### config.mk
export PLATFORM = sky130hd
export DESIGN_NAME = gk_shutdown
export DESIGN_NICKNAME = d
export VERILOG_FILES = /design/src/rtl/gk_pkg.sv /design/src/rtl/gk_sync_filter.sv /design/src/rtl/gk_kill_latch.sv /design/src/rtl/gk_out_mask.sv /design/src/rtl/gk_shutdown.sv
export SDC_FILE = /design/constraint.sdc
export NUM_CORES = 1
export LEC_CHECK = 0
export CAP_MARGIN = 5
export CORE_MARGIN = 5
export CORE_UTILIZATION = 45
export DETAILED_ROUTE_END_ITERATION = 12
export GPL_TIMING_DRIVEN = 0
export PLACE_DENSITY_LB_ADDON = 0.3
export SYNTH_ARGS = -nofsm -noshare
export SYNTH_HDL_FRONTEND = slang
export SYNTH_SLANG_ARGS = --single-unit
### constraint.sdc
create_clock -name clk -period 3.1 [get_ports clk]
set_input_delay 0.465 -clock clk [delete_from_list [all_inputs] [get_ports clk]]
set_output_delay 0.465 -clock clk [all_outputs]
set_load 0.05 [all_outputs]
### src/rtl/gk_pkg.sv
package gk_pkg;
  // smallest qualification length; pulses must span GK_MIN_QUAL+1 edges
  localparam int unsigned GK_MIN_QUAL = 31;

  typedef struct packed {
    logic active;  // synchronized fault at its active level
    logic hit;     // qualification complete this cycle
  } gk_flt_t;
endpackage

### src/rtl/gk_sync_filter.sv
module gk_sync_filter
  import gk_pkg::*;
#(
  parameter int CNT_W = 16
) (
  input  logic             clk,
  input  logic             rst_n,
  input  logic             raw,
  input  logic             act_high,
  input  logic [CNT_W-1:0] len,
  output gk_flt_t          st
);
  localparam logic [CNT_W-1:0] MIN_L = CNT_W'(GK_MIN_QUAL);

  logic             s1, s2;
  logic [CNT_W-1:0] cnt;
  logic [CNT_W-1:0] eff_len;

  assign eff_len = (len < MIN_L) ? MIN_L : len;

  // the level is folded into "active" before the first flop
  always_ff @(posedge clk or negedge rst_n) begin
    if (!rst_n) begin
      s1 <= 1'b0;
      s2 <= 1'b0;
    end else begin
      s1 <= (raw == act_high);
      s2 <= s1;
    end
  end

  always_ff @(posedge clk or negedge rst_n) begin
    if (!rst_n)             cnt <= '0;
    else if (!s2)           cnt <= '0;
    else if (cnt < eff_len) cnt <= cnt + 1'b1;
  end

  assign st.active = s2;
  assign st.hit    = s2 && (cnt >= eff_len);
endmodule

### src/rtl/gk_kill_latch.sv
module gk_kill_latch (
  input  logic clk,
  input  logic rst_n,
  input  logic set,
  input  logic clr_req,
  input  logic src_active,
  output logic q
);
  always_ff @(posedge clk or negedge rst_n) begin
    if (!rst_n)                      q <= 1'b0;
    else if (set)                    q <= 1'b1;
    else if (clr_req && !src_active) q <= 1'b0;
  end
endmodule

### src/rtl/gk_out_mask.sv
module gk_out_mask #(
  parameter int N = 7
) (
  input  logic [N-1:0] cmd,
  input  logic [N-1:0] pol,
  input  logic [N-1:0] kill,
  output logic [N-1:0] drv
);
  for (genvar i = 0; i < N; i++) begin : g_lane
    always_comb begin
      if (kill[i]) drv[i] = ~pol[i];
      else         drv[i] = cmd[i] ? pol[i] : ~pol[i];
    end
  end
endmodule

### src/rtl/gk_shutdown.sv
module gk_shutdown
  import gk_pkg::*;
#(
  parameter int N_PH  = 6,
  parameter int CNT_W = 16
) (
  input  logic             clk,
  input  logic             rst_n,
  input  logic             mot_fault,
  input  logic             mot_fault_pol,
  input  logic             pfc_fault,
  input  logic             pfc_fault_pol,
  input  logic             pfc_follow,
  input  logic [CNT_W-1:0] filt_len,
  input  logic             clear,
  input  logic [N_PH-1:0]  phase_in,
  input  logic             pfc_in,
  input  logic [N_PH-1:0]  out_pol,
  input  logic             pfc_pol,
  output logic [N_PH-1:0]  phase_out,
  output logic             pfc_out
);
  localparam int NL = N_PH + 1;

  gk_flt_t m_st, p_st;
  logic    mot_kill, pfc_lat, pfc_kill;
  logic    m_hit, m_active;
  logic [NL-1:0] lane_drv;

  gk_sync_filter #(.CNT_W(CNT_W)) u_mflt (
    .clk(clk), .rst_n(rst_n), .raw(mot_fault), .act_high(mot_fault_pol),
    .len(filt_len), .st(m_st));

  gk_sync_filter #(.CNT_W(CNT_W)) u_pflt (
    .clk(clk), .rst_n(rst_n), .raw(pfc_fault), .act_high(pfc_fault_pol),
    .len(filt_len), .st(p_st));

  assign m_hit    = m_st.hit;
  assign m_active = m_st.active;

  gk_kill_latch u_mlat (
    .clk(clk), .rst_n(rst_n), .set(m_hit), .clr_req(clear),
    .src_active(m_active), .q(mot_kill));

  gk_kill_latch u_plat (
    .clk(clk), .rst_n(rst_n), .set(p_st.hit && !pfc_follow), .clr_req(clear),
    .src_active(p_st.active), .q(pfc_lat));

  assign pfc_kill = pfc_lat || (pfc_follow && mot_kill);

  gk_out_mask #(.N(NL)) u_mask (
    .cmd ({pfc_in, phase_in}),
    .pol ({pfc_pol, out_pol}),
    .kill({pfc_kill, {N_PH{mot_kill}}}),
    .drv (lane_drv));

  assign phase_out = lane_drv[N_PH-1:0];
  assign pfc_out   = lane_drv[NL-1];
endmodule

* Word level (Yosys, flattened, before mapping)
Cells that the tools add are included.
** Operators by class
- Add/subtract/negate cells :: 2
- Multipliers :: 0
- Divide/modulo/power cells :: 0
- Order comparisons :: 5
- Equal/unequal tests :: 4
- Shift-type cells :: 0
- Muxes and demuxes :: 23
- Bitwise logic cells :: 7
- Reductions and logical operators :: 12
** Operators by type and width (number)
- $mux W16 :: 5
- $add A16 B1 Y16 const B :: 2
- $ge A16 B16 Y1 :: 2
- $lt A16 B16 Y1 :: 2
- $mux W1 :: 18
- $lt A16 B5 Y1 const B :: 1
- $not A1 Y1 :: 7
- $logic_and A1 B1 Y1 :: 6
- $ne A2 B2 Y1 const B :: 2
- $reduce_bool A2 Y1 :: 2
- $logic_not A1 Y1 :: 3
- $eq A1 B1 Y1 :: 2
- $logic_or A1 B1 Y1 :: 1
** Word-level totals
- Bits in registers :: 38
- Latch bits :: 0
- Bits in writable memories :: 0
- Bits in read-only memories :: 0
- Input bits :: 38
- Output and inout bits :: 7
- Word-level logic and storage cells :: 61
- Memories kept :: 0

* Longest topological paths before layout
Gate-level depths: netlist (run 1).
- Depth in word-level cells :: 6
- Mapped depth :: 12
- Mapped depth without buffers :: 11

* By module
A second synthesis (run 1) with hierarchy kept.
** Unflattened totals
- Cells, all modules :: 341
- Area total of the unflattened synthesis :: 3009.1 µm²
** By module, submodules not included
- gk_sync_filter (u_mflt) :: instances 1, cells an instance 162, area an instance 1393.8 µm², seq. area each 450.4 µm²
- gk_sync_filter (u_pflt) :: instances 1, cells an instance 157, area an instance 1366.3 µm², seq. area each 450.4 µm²
- gk_out_mask :: instances 1, cells an instance 14, area an instance 157.7 µm², seq. area each 0.0 µm²
- gk_kill_latch :: instances 2, cells an instance 3, area an instance 38.8 µm², seq. area each 25.0 µm²
- gk_shutdown :: instances 1, cells an instance 2, area an instance 13.8 µm², seq. area each 0.0 µm²

* Least setup slack after synthesis (run 1)
OpenSTA, ideal clock, no wires.
- Path kind :: input port to flip-flop
- Start point :: input port filt_len[14]
- End point :: register u_pflt.cnt[14]
- Library setup time :: 0.079 ns
- Data arrival time :: 2.807 ns
- Required time :: 3.021 ns
- Setup slack :: 0.214 ns
- Stages :: 11
- Buffers on the path :: 0
- Path through :: nor4_4 > and3_1 > nor2_1 > ha_1 > and4_1 > and4b_1 > nand3_1 > nand3_1 > or4_1 > or3_1 > a21oi_1
** On the way
- Longest elaborated chain between the ends :: 4
** RTL lines
- start, declared :: RTL line gk_shutdown.sv:14 : input logic [CNT_W-1:0] filt_len,
- $lt A16 B5 Y1 :: RTL line gk_sync_filter.sv:19 : assign eff_len = (len < MIN_L) ? MIN_L : len;
- $mux W16 (*) :: RTL line gk_sync_filter.sv:19
- $lt A16 B16 Y1 (*) :: RTL line gk_sync_filter.sv:35 : else if (cnt < eff_len) cnt <= cnt + 1'b1;
- $ne A2 B2 Y1 (no source line) (*)
- end signal, assigned :: RTL line gk_sync_filter.sv:35
- end, declared :: RTL line gk_sync_filter.sv:16 : logic [CNT_W-1:0] cnt;
Every way passes the cells marked *; elsewhere a longest branch is shown, timed or not.
A chain may end at the register's enable or synchronous reset.

* Worst setup path after layout (run 1)
Same ends and word-level chain as after synthesis.

==> impl_metrics.csv, run 1 <==
group,metric,value,unit
sta,fin_hold_ws,0.2849,ns
cts,cts_hold_buf,0,
sta,finalSetupTns,0,ns
status,status,"completed",
critical_path,cp-end-kind,"flop",
cts,cts_tree,"yes",
sta,setup_viol,0,
sta,final.period_utilization,0.9892,
place,dp_hpwl,5373,um
cts,cts_made_buffers,5,
critical_path,crit_required,3.32,ns
grt,gr-total-overflow,0,
cts,path_clk_slew,0.08,ns
die,core_area,0.006277,mm2
critical_path,cp_max_fo,4,
sta,slew_violations,0,
cts,cts.sinks,38,
sta,relSlewSlack,0.4208,
grt,first_global_vias,2446,
finish,diodes,0,
cts,htreeDepth,2,
synthesis,synth-seq-cells,38,
synthesis,synthesis.nets,389,
die,initial_utilization,0.4549,
die,die_area,0.008038,mm2
synthesis,synth-edff-count,0,
synthesis,ys_async_sr_fraction,1.000,
critical_path,start_kind,"primary input",
die,row_count,29,
run,drv_cap,0,
sta,fin_worst_skew,0.009707,ns
sta,setup_slack,0.03344,ns
die,ios,45,
sta,worstMarginPinSlew,0.8688,ns
detailed_routing,final_antenna_net_count,0,
pwr,peakVddDrop,0.1504,mV
pwr,power,1.133,mW
detailed_routing,wl_per_cell,15.63,um
finish,final_common_cell,"dfrtp_1",
cts,clockBufferDepth,2,
place,gp_congestion,0.7839,
detailed_routing,drtPass1Iterations,5,
synthesis,avgSynthCellArea,8.895,um2
detailed_routing,viasPerCell,5.683,
pwr,p_per_area,314.4,mW/mm2
sta,fmax,0.3261,GHz
detailed_routing,routed_wirelength,7204,um
pwr,leakagePower,1.655,nW
finish,area_delta_synth_final,26.21,%
finish,fin_area,0.003603,mm2
cts,clk_latency,0.29,ns
synthesis,yosysUniqueCellTypes,39,
cts,root_buffer,"clkbuf_8",
grt,grt_pass1_wl,11390,um
grt,grt_use_total,0.1839,
die,die_h,89.66,um
synthesis,synthCells,321,
sta,hold_viol_final,0,
place,placed_cell_area,0.003387,mm2
critical_path,cp.arrival,3.28,ns
synthesis,yosys_warnings,0,
detailed_routing,vias,2620,
detailed_routing,drt_iter0_markers,159,
synthesis,synth_ff_type,"dfrtp_1",
place,io_buffer_count,44,
die,chipWidth,89.66,um
critical_path,worstSetupPathType,"in2reg",
hold_path,hold_class,"in2async",
synthesis,yosysSeqAreaShare,0.3330,
synthesis,syn_area,0.002855,mm2
finish,drive_gt1_frac,0.1172,
place,post-place-ws,-0.7157,ns
detailed_routing,drc,0,
finish,nets,452,
sta,finalCriticalPeriod,3.067,ns
grt,antenna_found_initial,0,
finish,mostFrequentLayoutCells,"dfrtp_1 (38), clkdlybuf4s50_1 (32), nand2_1 (30), ha_1 (30)",
grt,grt_max_degree,39,
## Yosys cell counts (8+ instances only)
cell type,instances,area [um2]
nand2_1,30,112.6
mux2i_1,9,90.09
a21oi_1,25,125.1
nor2_1,22,82.58
ha_1,30,375.4
nand3_1,15,75.07
nand4_1,11,68.82
dfrtp_1,38,950.9
o21ai_0,11,55.05
inv_1,23,86.33
and3_1,8,50.05
xnor2_1,21,183.9
nand2b_1,11,68.82
## final cells by class
| type | instances | area, um2 |
|---|---|---|
| multi-input combinational | 252 | 1838 |
| buffer | 7 | 37.54 |
| clock buffer | 7 | 76.32 |
| sequential | 38 | 950.9 |
| inverter | 24 | 90.09 |
| timing repair buffer | 56 | 514.2 |
| tap | 77 | 96.34 |
| fill | 554 | 2674 |
## repair_timing
action | in CTS | in global routing
cloned | 0 | 1
endpoints found under the hold margin | 0 | 0
resized for setup | 17 | 17
endpoints found under the setup margin | 33 | 28
pin swaps | 10 | 13
setup buffers | 6 | 5
## registers in the layout, indices dropped and copies added (netlist names)
name and count:
u_pflt.s1 1, u_mlat.q 1, u_mflt.s2 1, u_pflt.cnt 16, u_mflt.s1 1, u_plat.q 1, u_pflt.s2 1, u_mflt.cnt 16
## final timing paths
check	cells past startpoint	end	slack, ns	start
worst max-delay path	12	u_pflt.cnt[14]	0.03	filt_len[14]
worst min-delay path	1	u_pflt.cnt[12]	0.28	rst_n
worst max register to register	9	u_pflt.cnt[9]	0.41	u_pflt.cnt[12]
worst min register to register	0	u_mflt.s2	0.35	u_mflt.s1
max in group asynchronous	1	u_mflt.cnt[0]	2.27	rst_n
min in group clk	0	u_mflt.s2	0.35	u_mflt.s1
## per-stage QoR
| step | util | cells |
|---|---|---|
| 6_report | 0.5740 | 461 |
| 2_1_floorplan | - | 321 |
| 4_1_cts | 0.5615 | 455 |
| 3_5_place_dp | 0.5396 | 442 |
| 3_3_place_gp | 0.5404 | 442 |
| 5_1_grt | 0.5740 | 461 |
## routing by layer
metal | global-route usage | wire [um] | up-vias
met2 | 0.2992 | 3321 | 86
met1 | 0.2456 | 3214 | 1246
met4 | 0.06631 | 134 | 0
met5 | 0 | 0 | -
met3 | 0.03193 | 533 | 11
li1 | - | - | 1277
## where the power goes
part           switching, mW  leakage, nW  internal [mW]
sequential            0.0170        0.517          0.513
clock                  0.168       0.0383          0.155
combinational          0.159         1.10          0.121
total                  0.344         1.65          0.789
## logic make-up (layout without fill, tap and decap cells)
kind of cell | after synthesis | after routing | synth area share
AOI/OAI and AO/OA | 52 | 52 | 0.1074
xor gates and xnor gates | 21 | 21 | 0.06442
adders and majority gates | 32 | 32 | 0.1385
buffers and inverters | 31 | 94 | 0.04382
DFF | 38 | 38 | 0.3330
muxes | 9 | 9 | 0.03155
and+or+nand+nor | 138 | 138 | 0.2813
## worst max-delay path, cell delays in order
cell,delay [ns]
clkdlybuf4s15_1,0.22
nor4_4,0.33
and3_4,0.25
nor2_1,0.06
ha_1,0.17
a21oi_1,0.14
o21ai_1,0.14
a221oi_2,0.31
nand3_2,0.18
or4_4,0.51
or3_1,0.35
a21oi_1,0.14
(Power assumes the default switching activity.)
==> run 2: changes to the inputs <==
- REMOVE_ABC_BUFFERS: default -> 1
==> run 2 against run 1 <==
Global-route usage increased by 0.32 points. Total power increased by 0.13%. Critical path depth increased by 1. Sequential cell count unchanged. Combinational power decreased by 4%. Critical endpoint is now u_mlat.q. Non-clock buffer count increased by 4. Worst hold slack improved by 0.017 ns. Routed wire length increased by 2.3%. Cell area increased by 2.0%.
==> impl_metrics.csv, run 2 (synthesized netlist as in run 1, its figures left out) <==
group,metric,value,unit
critical_path,crit_buf_inv,3,
critical_path,critPathLaunch,"filt_len[9]",
finish,drive_gt1_frac,0.1491,
grt,first_global_vias,2470,
critical_path,regToRegStartpoint,"u_mflt.cnt[9]",
critical_path,max_stage_delay,0.52,ns
critical_path,cp_max_fo,8,
sta,fin_worst_skew,0.007253,ns
die,chipWidth,89.66,um
sta,fmax,0.3297,GHz
finish,nets,457,
place,io_buffer_count,44,
finish,multi_input_area,0.001859,mm2
finish,final_util,0.5854,
detailed_routing,drc,0,
finish,fillers,568,
finish,area_delta_synth_final,28.70,%
critical_path,start_kind,"primary input",
detailed_routing,drt_iter0_markers,291,
die,ios,45,
critical_path,crit_path_end,"u_mlat.q",
critical_path,cp.arrival,3.24,ns
detailed_routing,routed_wirelength,7370,um
finish,final_common_cell,"dfrtp_1",
grt,grt_max_degree,39,
pwr,peakVddDrop,0.2042,mV
finish,top_regs,"u_mflt.cnt (16), u_pflt.cnt (16)",
sta,fin_hold_ws,0.3017,ns
critical_path,path_depth,13,
cts,root_buffer,"clkbuf_8",
finish,mostFrequentLayoutCells,"dfrtp_1 (38), clkdlybuf4s50_1 (32), nand2_1 (30), ha_1 (30), inv_1 (23)",
critical_path,path_cells,"dlygate4sd2_1 -> nor4_4 -> and3_4 -> nor2_1 -> ha_1 -> nand2_1 -> or4_4 -> o211ai_1 -> or2_4 -> buf_6 -> buf_4 -> nor2_1 -> o22ai_1",
critical_path,worstSetupPathType,"in2reg",
critical_path,cp-end-kind,"flop",
detailed_routing,final_antenna_net_count,0,
critical_path,r2r_cells,9,
cts,cts_made_buffers,5,
sta,worstMarginPinSlew,0.9062,ns
detailed_routing,drtPass1Iterations,4,
cts,clk_latency,0.29,ns
critical_path,crit_required,3.31,ns
sta,slew_violations,0,
grt,grt_pass1_wl,11800,um
detailed_routing,wl_per_cell,15.82,um
status,status,"completed",
place,gp_congestion,0.7679,
finish,diodes,0,
cts,clockBufferDepth,2,
die,core_area,0.006277,mm2
cts,htreeDepth,2,
grt,antenna_found_initial,0,
finish,final_cells,466,
critical_path,crit_top_cell,"nor2_1",
critical_path,rr_endpoint,"u_mlat.q",
pwr,p_per_area,308.7,mW/mm2
cts,cts_tree,"yes",
sta,setup_viol,0,
grt,grt_use_total,0.1871,
place,dp.cells,435,
place,dp_hpwl,5330,um
grt,gr-total-overflow,0,
sta,hold_viol_final,0,
cts,cts.sinks,38,
die,die_area,0.008038,mm2
die,row_count,29,
cts,path_clk_slew,0.08,ns
sta,finalCriticalPeriod,3.033,ns
sta,relSlewSlack,0.3959,
critical_path,reg2reg_slack,0.36,ns
sta,final.period_utilization,0.9783,
critical_path,critPathSlowestCell,"or4_4",
critical_path,cp_top_family,"simple AND/OR/NAND/NOR gates",
run,drv_cap,0,
hold_path,hold_class,"in2async",
pwr,leakagePower,1.726,nW
finish,seq_area,950.9,um2
cts,cts_hold_buf,0,
die,die_h,89.66,um
detailed_routing,vias,2629,
detailed_routing,viasPerCell,5.642,
die,initial_utilization,0.4549,
## run 2: how the worst min path moves through the flow
stage	to	depth (start not counted)
finish	u_mflt.cnt[9]	1
global route	u_mflt.cnt[9]	1
CTS	u_mflt.cnt[9]	1
global placement	u_mflt.s2	0
floorplan	u_mflt.cnt[0]	0
detailed placement	u_mflt.s2	0
## run 2: what timing repair did
item / in CTS / in global routing
gates cloned: 0 / 1
pin swaps: 9 / 16
resized for setup: 12 / 26
setup endpoints to repair: 34 / 34
setup buffers: 8 / 15
## run 2: power breakdown
group	total (mW)	internal (mW)	switching, mW
Clock	0.324	0.155	0.169
Combinational	0.268	0.121	0.147
Sequential	0.543	0.513	0.0299
## run 2: layer usage
layer / part of all wire / routed length, um / vias up / global-route usage
met5: 0 / 0 / - / 0
met1: 0.44 / 3275 / 1245 / 0.2571
met4: 0.011 / 80 / 0 / 0.04465
li1: - / - / 1287 / -
met2: 0.46 / 3379 / 92 / 0.3065
met3: 0.086 / 634 / 5 / 0.03285
## run 2: area by class of cell
| type | instances | share of cell area |
|---|---|---|
| Tap cell | 77 | 0.02622 |
| Multi-Input combinational cell | 253 | 0.5060 |
| Inverter | 24 | 0.02451 |
| Sequential cell | 38 | 0.2588 |
| Timing Repair Buffer | 67 | 0.1638 |
| Clock buffer | 7 | 0.02077 |
## run 2: through the flow
stage	setup TNS, ns	cell area (um2)	setup slack (ns)	power, mW
after floorplan	0	2820	0.05679	0.6955
after global placement	-20.23	3357	-1.071	0.8042
after detailed placement	-22.16	3352	-1.138	0.8140
after CTS	0	3513	0.002603	1.137
after global routing	-0.4565	3675	-0.07173	1.196
final	0	3675	0.06735	1.134
